==> src/rtl/mash2_pkg.sv <==
package mash2_pkg;
  typedef logic signed [2:0] lvl_t;
  localparam lvl_t LVL_POS  = 3'sd1;
  localparam lvl_t LVL_NEG  = -3'sd1;
  localparam lvl_t LVL_NONE = 3'sd0;
endpackage

==> src/rtl/mash2_stage.sv <==
module mash2_stage
  import mash2_pkg::*;
#(
  parameter int AW      = 14,
  parameter int FS_LOG2 = 11
) (
  input  logic                 clk,
  input  logic                 rst,
  input  logic signed [AW-1:0] u,
  output lvl_t                 lvl,
  output logic signed [AW-1:0] err
);
  localparam int                 FS_I  = 1 << FS_LOG2;
  localparam logic signed [AW-1:0] FS  = AW'(FS_I);
  localparam logic signed [AW-1:0] FS2 = AW'(2 * FS_I);

  logic signed [AW-1:0] acc;
  logic signed [AW-1:0] fb;

  // sign quantizer: zero counts as positive
  assign lvl = acc[AW-1] ? LVL_NEG : LVL_POS;
  assign fb  = acc[AW-1] ? -FS : FS;
  assign err = acc - fb;

  always_ff @(posedge clk) begin
    if (rst) acc <= '0;
    else     acc <= acc + u - fb;
  end

  // residue handed onward stays inside one full-scale span
  assert_err_bound_R7: assert property (@(posedge clk) disable iff (rst)
    (err >= -FS) && (err < FS));

  // accumulator never leaves its two-full-scale window
  assert_acc_span_R8: assert property (@(posedge clk) disable iff (rst)
    (acc >= -FS2) && (acc <= FS2 - AW'(1)));
endmodule

==> src/rtl/mash2_recomb.sv <==
module mash2_recomb
  import mash2_pkg::*;
(
  input  logic clk,
  input  logic rst,
  input  lvl_t l1,
  input  lvl_t l2,
  output lvl_t y_out
);
  lvl_t l1_dly;
  lvl_t l2_dly;

  always_ff @(posedge clk) begin
    if (rst) begin
      l1_dly <= LVL_NONE;
      l2_dly <= LVL_NONE;
      y_out  <= LVL_NONE;
    end else begin
      l1_dly <= l1;
      l2_dly <= l2;
      y_out  <= l1_dly + l2 - l2_dly;
    end
  end

  // output cleared one edge after reset is seen
  assert_reset_clear_R1: assert property (@(posedge clk)
    rst |=> (y_out == LVL_NONE));

  // once running, only odd levels within +/-3 appear
  assert_out_odd_R2: assert property (@(posedge clk) disable iff (rst)
    $past(!rst) |-> (y_out[0] && (y_out != -3'sd4)));
endmodule

==> src/rtl/mash2_mod.sv <==
module mash2_mod
  import mash2_pkg::*;
#(
  parameter int DW = 12
) (
  input  logic                 clk,
  input  logic                 rst,
  input  logic signed [DW-1:0] x_in,
  output logic signed [2:0]    y_out
);
  localparam int AW      = DW + 2;
  localparam int FS_LOG2 = DW - 1;

  logic signed [AW-1:0] u1;
  logic signed [AW-1:0] e1;
  logic signed [AW-1:0] e2;
  lvl_t                 l1;
  lvl_t                 l2;
  lvl_t                 y_lvl;

  assign u1 = AW'(x_in);

  mash2_stage #(.AW(AW), .FS_LOG2(FS_LOG2)) u_st1 (
    .clk(clk), .rst(rst), .u(u1), .lvl(l1), .err(e1)
  );

  mash2_stage #(.AW(AW), .FS_LOG2(FS_LOG2)) u_st2 (
    .clk(clk), .rst(rst), .u(e1), .lvl(l2), .err(e2)
  );

  mash2_recomb u_rc (
    .clk(clk), .rst(rst), .l1(l1), .l2(l2), .y_out(y_lvl)
  );

  assign y_out = y_lvl;

  logic unused_e2;
  assign unused_e2 = ^e2;
endmodule

==> config.mk <==
export PLATFORM = sky130hd
export DESIGN_NAME = mash2_mod
export DESIGN_NICKNAME = d
export VERILOG_FILES = /design/src/rtl/mash2_pkg.sv /design/src/rtl/mash2_stage.sv /design/src/rtl/mash2_recomb.sv /design/src/rtl/mash2_mod.sv
export SDC_FILE = /design/constraint.sdc
export NUM_CORES = 1
export LEC_CHECK = 0
export ABC_AREA = 1
export ABC_CLOCK_PERIOD_IN_PS = 2600
export BUFFER_PORTS_ARGS = -buffer_cell sky130_fd_sc_hd__buf_2
export CAP_MARGIN = 0
export CORE_AREA = 8 8 117 119
export CTS_CLUSTER_SIZE = 8
export DETAILED_ROUTE_END_ITERATION = 16
export DIE_AREA = 0 0 125 127
export GPL_TIMING_DRIVEN = 0
export PLACE_DENSITY = 0.52
export SYNTH_ARGS = -nofsm -noshare
export SYNTH_HDL_FRONTEND = slang
export SYNTH_HIERARCHICAL = 1
export SYNTH_SLANG_ARGS = --single-unit
==> constraint.sdc <==
create_clock -name clk -period 2.6 [get_ports clk]
set_input_delay 0.13 -clock clk [delete_from_list [all_inputs] [get_ports clk]]
set_output_delay 0.13 -clock clk [all_outputs]
set_load 0.03 [all_outputs]
After elaboration in Yosys (flattened, before gate mapping). Cells that the tools add are included.

Flip-flop bits (word level): 37. Bits of input ports: 14. Output and inout port bits: 3. Word-level logic and storage cells: 16.

Add/sub/neg operators: 7. Mux-type cells: 4.

Operators by type and width (count): $sub A14 B14 Y14 (3); $mux W14 (2); $add A14 B12 Y14 (1); $add A14 B14 Y14 (1); $mux W3 (2); $add A3 B3 Y3 (1); $sub A3 B3 Y3 (1).

Longest topological paths before layout. Gate-level depths: netlist of the first run.

Depth after elaboration: 4. Mapped depth: 14.

Hierarchy. The synthesis of the first run kept the hierarchy.

By module, submodules not included: mash2_stage at u_st2 (times used 1, cells each 252, area an instance 1549.0 um^2, sequential area each 280.3 um^2); mash2_stage at u_st1 (times used 1, cells each 249, area an instance 1546.5 um^2, sequential area each 280.3 um^2); mash2_recomb (times used 1, cells each 49, area an instance 395.4 um^2, sequential area each 180.2 um^2).

Worst setup path after synthesis of the first run. OpenSTA, ideal clock, no wires.

Path type: reg2reg. From: register u_st1.acc[13]. To: register u_st2.acc[13]. Arrival time: 2.275 ns. Required time: 2.485 ns. Setup slack: 0.210 ns. Stages on the path, launching flop included: 13. Path buffers: 0. Clock period less this slack: 2.390 ns. Cells stage by stage: dfxtp_1 -> inv_1 -> fa_1 -> fa_1 -> ha_1 -> nand2_1 -> inv_1 -> nand2_1 -> nand2_1 -> a21oi_1 -> nand3_1 -> nand2_1 -> nor2_1.

Word-level cells in the longest chain between the ends: 4.

RTL lines: from (decl) (RTL line mash2_stage.sv:17) `logic signed [AW-1:0] acc;`; from (signal assigned) (RTL line mash2_stage.sv:27) `else acc <= acc + u - fb;`; $mux W14 (RTL line mash2_stage.sv:22) `assign fb = acc[AW-1] ? -FS : FS;`; $sub A14 B14 Y14 (RTL line mash2_stage.sv:23) `assign err = acc - fb;`; named net e1[12] (RTL line mash2_mod.sv:15) `logic signed [AW-1:0] e1;`; $add A14 B14 Y14 (RTL line mash2_stage.sv:27); $sub A14 B14 Y14 (RTL line mash2_stage.sv:27); to (signal assigned) (RTL line mash2_stage.sv:27); to (decl) (RTL line mash2_stage.sv:17).

The timed path passes the listed nets, and every way through them passes these cells. A chain may end at the register's enable or synchronous reset.

Final worst setup path of the first run. Same ends and word-level chain as after synthesis.

==> summary.md, run 1 <==
| Metric | Value |
|---|---|
| Avg WL per Cell | 9.03 microns |
| Non-filler cells, final | 707 |
| Worst path required time | 2.78 ns |
| CTS tree | done |
| Layout cells sized above 1 | 10.0% |
| Final hold viol count | 0 |
| Fin area | 3830 sq um |
| CTS resizes | 0 |
| CP endpoint kind | flip-flop |
| Latest clock arrival within the worst-skew pair | 0.29 ns |
| Critical Path AT | 2.55 ns |
| DRC Markers | 0 |
| Unrepaired setup endpoints after global routing | false |
| # port buffers | 16 |
| Initial DRC Count | 80 |
| Multi-input gate area | 1900 sq um |
| Gpl congestion | 0.789 |
| Clock Skew | 0.00476 ns |
| Syn_area_per_cell | 6.31 sq um |
| I/O pin cnt | 17 |
| Layout Area Growth over Synthesis | 13.4% |
| Fin. max-slew vios | 0 |
| Outcome | complete, no violations |
| Synthesized area | 3380 sq um |
| Routed WL | 6390 microns |
| Crit path kind | flip-flop to flip-flop |
| First drt pass iteration count | 4 |
| HPWL after DPL | 5320 microns |
| Post-CTS Hold Fix Bufs | 0 |
| Min Tclk post-route | 2.36 ns |
| CTS sink cnt | 37 |
| CTS root buffer | clkbuf_16 |
| Crit path launch type | flip-flop |
| Synthesized Nets | 605 |
| Hold Crit Class | input pin to flip-flop |
| Starting Density | 28.6% |
| Worst-path clk slew | 0.06 ns |
| Crit path max fanout | 4 |
| Cell Rows | 40 |
| # fillers | 1325 |
| Grt ovf | 0 |
| Max Buffers Root-to-Sink | 2 |
| Period utilisation layout | 91.0% |
| Total CTS buffers | 5 |
| Via Count | 2872 |
| Vias per cell | 4.06 |
| Die area | 15900 sq um |
| H-tree depth | 2 |
| Antenna violation net count after detailed routing | 0 |
| Hold Crit Start | rst |
| # nets final | 628 |
| Largest net degree at the start of global routing | 12 |
| # diodes | 0 |
| Die Span Y | 127 microns |
| Number of global-route vias before repair | 2812 |
| Placement Cell Area | 3640 sq um |
| Worst reg2reg startpoint | u_st1/acc[13] |
| Wire length of the first global-routing pass | 11800 microns |
| Sequential Area | 741 sq um |
| Peak Freq | 423 MHz |
| Placeable Area | 11800 sq um |
| Postcts setup bufs | 0 |
| Critical Path Source | u_st1/acc[13] |
| Total Routing Usage GR | 9.04% |
| Maxcap violations | 0 |
| Synth warn | 6 |
| Final TNS setup | 0 ns |
| Setup-failing EPs final | 0 |
| Placed insts | 699 |
| Die W | 125 microns |
| Initial antenna violation count | 0 |
| Mapped Cells | 536 |
critical path: stages (launching register included):
cell and delay [ns]:
dfxtp_1 0.35, inv_1 0.09, fa_1 0.46, fa_1 0.58, ha_4 0.23, nand2_1 0.11
inv_1 0.05, nand2_1 0.06, nand2_1 0.05, a21oi_2 0.12, nand3_1 0.08, nand2_1 0.06
nor2_1 0.04
sequential cells by signal (all words and copies together), names as in the netlist:
signal,cells
u_rc/l2_dly,3
u_rc/y_out,3
u_st1/acc,14
u_st2/acc,14
u_rc/l1_dly,3
worst paths after layout:
| check | cells past startpoint | slack [ns] | endpoint |
|---|---|---|---|
| worst min register to register | 3 | 0.54 | u_st2/acc[0] |
| worst max-delay path | 12 | 0.24 | u_st2/acc[13] |
| worst max register to register | 12 | 0.24 | u_st2/acc[13] |
| worst min-delay path | 2 | 0.17 | u_st2/acc[1] |
cell usage in the layout (no fill, tap or decap), drive strengths merged:
master / count
a21o: 2
a21oi: 22
a31oi: 1
and2: 2
buf: 34
bufinv: 1
clkbuf: 8
clkinv: 1
conb: 2
dfxtp: 37
fa: 5
ha: 50
inv: 164
nand2: 129
nand3: 21
nand4: 1
nor2: 59
nor3: 3
nor3b: 1
o21ai: 11
o21bai: 1
xor2: 5
metal layers:
layer	track usage, %	vias to the layer above	part of all wire [%]
li1	-	1590	-
met1	10.4	1235	49
met2	15.3	39	45
met3	2.54	8	4.9
met4	4.08	0	1.9
met5	0	-	0
stage by stage:
step / util, % / hold WS (ns) / setup WS (ns)
floorplan: - / 0.197 / 0.210
global placement: 30.9 / 0.458 / 0.0504
detailed placement: 30.9 / 0.476 / 0.0367
CTS: 32.3 / 0.172 / 0.0214
global route: 32.5 / 0.185 / 0.0499
finish: 32.5 / 0.171 / 0.235
area by class of cell:
| cell class | count | share of cell area [%] |
|---|---|---|
| timing repair buffer | 16 | 2.09 |
| inverter | 165 | 16.2 |
| buffer | 19 | 3.66 |
| tap | 147 | 4.80 |
| clock buffer | 7 | 3.72 |
| clock inverter | 1 | 0.783 |
| sequential | 37 | 19.3 |
| multi-input combinational | 315 | 49.5 |
Power of run 1 is left out: the tool's default activity adds up to more than one toggle a clock period on the data nets, which glitch-free logic cannot reach.
==> run 2: changes to the inputs <==
- CORE_AREA: 8 8 117 119 -> 8 8 109 111
- DIE_AREA: 0 0 125 127 -> 0 0 117 119
- SYNTH_HIERARCHICAL: 1 -> unset
==> run 2 against run 1 <==
Wire length down 9.3%. Synthesized cell count is 15% lower. Non-clock buffer count decreased by 15.
==> summary.md, run 2 <==
| Metric | Value |
|---|---|
| Postcts setup bufs | 0 (unchanged) |
| CTS tree | done |
| Ys flop type | dfxtp_1 |
| # diodes | 0 (unchanged) |
| Relative slew slack | 62.3% |
| Largest family of logic cells by synthesized area | simple AND/OR/NAND/NOR gates |
| Initial DRC Count | 97 (+21%) |
| Die area | 13900 sq um (-12%) |
| Routed WL | 5790 microns (-9.3%) |
| Synth warn | 0 (-6) |
| HPWL after DPL | 4940 microns (-7.1%) |
| Die W | 117 microns (-6.4%) |
| Largest net degree at the start of global routing | 11 (-1) |
| Gr busiest metal | met2 |
| Initial antenna violation count | 0 (unchanged) |
| Max stage delay cell, worst path | fa_1 |
| Cell Rows | 37 (-7.5%) |
| Final hold viol count | 0 (unchanged) |
| Hold Path Stages | 2 (unchanged) |
| Max Buffers Root-to-Sink | 2 (unchanged) |
| Min Tclk post-route | 2.28 ns (-0.0837 ns) |
| Crit path kind | flip-flop to flip-flop |
| Post-synthesis simple-gate area fraction | 29.2% |
| Latest clock arrival within the worst-skew pair | 0.28 ns (about the same) |
| Synth cell types | 25 |
| Xor-xnor portion of the synthesized cell area | 1.78% |
| CTS sink cnt | 33 (-11%) |
| Synth top cells by count | 124 x inv_1, 110 x nand2_1, 52 x nor2_1 |
| Avg WL per Cell | 9.41 microns (+4.1%) |
| Critical Path AT | 2.45 ns (-0.10 ns) |
| DRC Markers | 0 (unchanged) |
| Final TNS setup | 0 ns (unchanged) |
| Mapped Cells | 457 (-15%) |
| CP endpoint kind | flip-flop |
| Antenna violation net count after detailed routing | 0 (unchanged) |
| WHS Endpoint | u_st2.acc[2] |
| Largest regs | u_st1.acc x14, u_st2.acc x14 |
| # nets final | 546 (-13%) |
| Die Span Y | 119 microns (-6.3%) |
| Worst-Margin Slew | 0.565 ns |
| Reg2reg path depth | 12 (unchanged) |
| I/O pin cnt | 17 (unchanged) |
| Grt ovf | 0 (unchanged) |
| Crit path launch type | flip-flop |
| CP dominant cell by count | nand2_1 |
| Outcome | complete, no violations |
| Synthesized Nets | 523 (-14%) |
| Crit path max fanout | 4 (unchanged) |
| Starting Density | 29.2% (+0.57 points) |
| Non-filler cells, final | 616 (-13%) |
| Period utilisation layout | 87.7% (-3.2 points) |
| Synthesized area | 2950 sq um (-13%) |
| Post-CTS Hold Fix Bufs | 0 (unchanged) |
| Hold Crit Start | rst |
| Clock Skew | 0.00350 ns (-0.00125 ns) |
| Portion of netlist area occupied by mux cells | 0% |
| Layout Area Growth over Synthesis | 11.4% |
| Worst-path clk slew | 0.07 ns (about the same) |
| Met2 Use GR | 15.1% (-0.21 points) |
| # port buffers | 16 (unchanged) |
| Syn_area_per_cell | 6.45 sq um (+2.2%) |
| Worst reg2reg startpoint | u_st2.acc[13] |
| Fin. max-slew vios | 0 (unchanged) |
| Cell with the most instances after synthesis | inv_1 |
| Commonest non-fill, non-tap cell in the layout | inv_1 |
| Sequential-to-total area share from yosys stat | 22.4% |
| Number of global-route vias before repair | 2476 (-12%) |
| Peak Freq | 438 MHz (+3.7%) |
| Cell taking the most area after synthesis | dfxtp_1 |
| Maxcap violations | 0 (unchanged) |
| GRT met1 Usage | 12.5% (+2.0 points) |
| Synth top area share | 22.4% |
| Hold Worst Slack | 0.0398 ns (-0.131 ns) |
| H-tree depth | 2 (unchanged) |
| CTS resizes | 0 (unchanged) |
| Wire length of the first global-routing pass | 10600 microns (-9.9%) |
| Met3 Use GR | 2.32% (-0.21 points) |
| Reg2reg end | u_st2.acc[13] |
| Most frequent cells in the layout | 124 x inv_1, 110 x nand2_1, 52 x nor2_1 |
| Reg2Reg Setup Slack | 0.32 ns (+0.08 ns) |
| Placed insts | 609 (-13%) |
| Total Routing Usage GR | 9.53% (+0.49 points) |
| Setup-failing EPs final | 0 (unchanged) |
| Placeable Area | 10100 sq um (-15%) |
| Critical path's top delay family | adder cells |
| Worst slack at placement | 0.318 ns (+0.281 ns) |
| Hold Crit Class | input pin to flip-flop |
| Total CTS buffers | 5 (unchanged) |
| Unrepaired setup endpoints after global routing | false |
| Worst path cell trace | inv_1, fa_1, ha_1, ha_1, nand2_1, inv_1, nand2_1, nand2_1, a21oi_1, nand3_1, nand2_1, nor2_1 |
| Gpl congestion | 0.814 (+3.2%) |
| Setup slack after layout | 0.319 ns (+0.0837 ns) |
| WP buf/inv | 2 (unchanged) |
| First drt pass iteration count | 4 (unchanged) |
| Crit-path max cell delay | 0.54 ns (-0.04 ns) |
| Top cells by area, synth | dfxtp_1 22%, ha_1 20%, inv_1 16%, nand2_1 14%, nor2_1 6.6% |
| Post-Synth Adder-Cell Area | 23.4% |
| Worst path required time | 2.77 ns (about the same) |
| Layout cells sized above 1 | 10.4% (+0.42 points) |
| Post-synth EDFFs | 0 |
| Vias per cell | 4.00 (-1.6%) |
| CTS root buffer | clkbuf_8 |
| Post-synth ARST share | 0% |
| #FFs+latches synth | 33 |
| Via Count | 2463 (-14%) |
| Compound-Gate Fraction of Synth Area | 6.07% |
run 2: metal layers:
metal  wire length, microns  vias to the layer above  part of all wire (%)
met5                      0                        -                     0
met1                   3050                     1039                    53
met4                     51                        0                  0.88
met3                    259                        5                   4.5
met2                   2430                       25                    42
li1                       -                     1394                     -
run 2: area by class of cell:
type                            instances  area, sq um
Clock buffer                            7         86.3
Inverter                              127          477
Buffer                                  4         30.0
Tap cell                              136          170
Multi-Input combinational cell        293         1780
Fill cell                            1168         6810
Sequential cell                        33          661
Timing Repair Buffer                   16         80.1
run 2: cells by family after synthesis:
group,count (synthesis)
adders and majority gates,52
xor gates and xnor gates,6
AOI/OAI and AO/OA,32
DFF,33
and+or+nand+nor,203
buffers and inverters,131
run 2: metrics by stage:
stage                     utilization, %  cell area (sq um)
final                               32.5               3280
after global routing                32.5               3280
after CTS                           32.5               3280
after detailed placement            31.7               3200
after global placement              31.7               3200
after floorplan                        -               2950
run 2: worst max path at each step:
stage             startpoint       endpoint  slack, ns  cells past startpoint
2_1_floorplan  u_st2.acc[13]  u_st2.acc[13]       0.48                     12
3_3_place_gp   u_st2.acc[13]  u_st2.acc[13]       0.32                     12
3_5_place_dp   u_st2.acc[13]  u_st2.acc[13]       0.32                     12
4_1_cts        u_st2.acc[13]  u_st2.acc[13]       0.31                     12
5_1_grt        u_st2.acc[13]  u_st2.acc[13]       0.12                     12
6_report       u_st2.acc[13]  u_st2.acc[13]       0.32                     12
Power of run 2 is left out for the same reason.
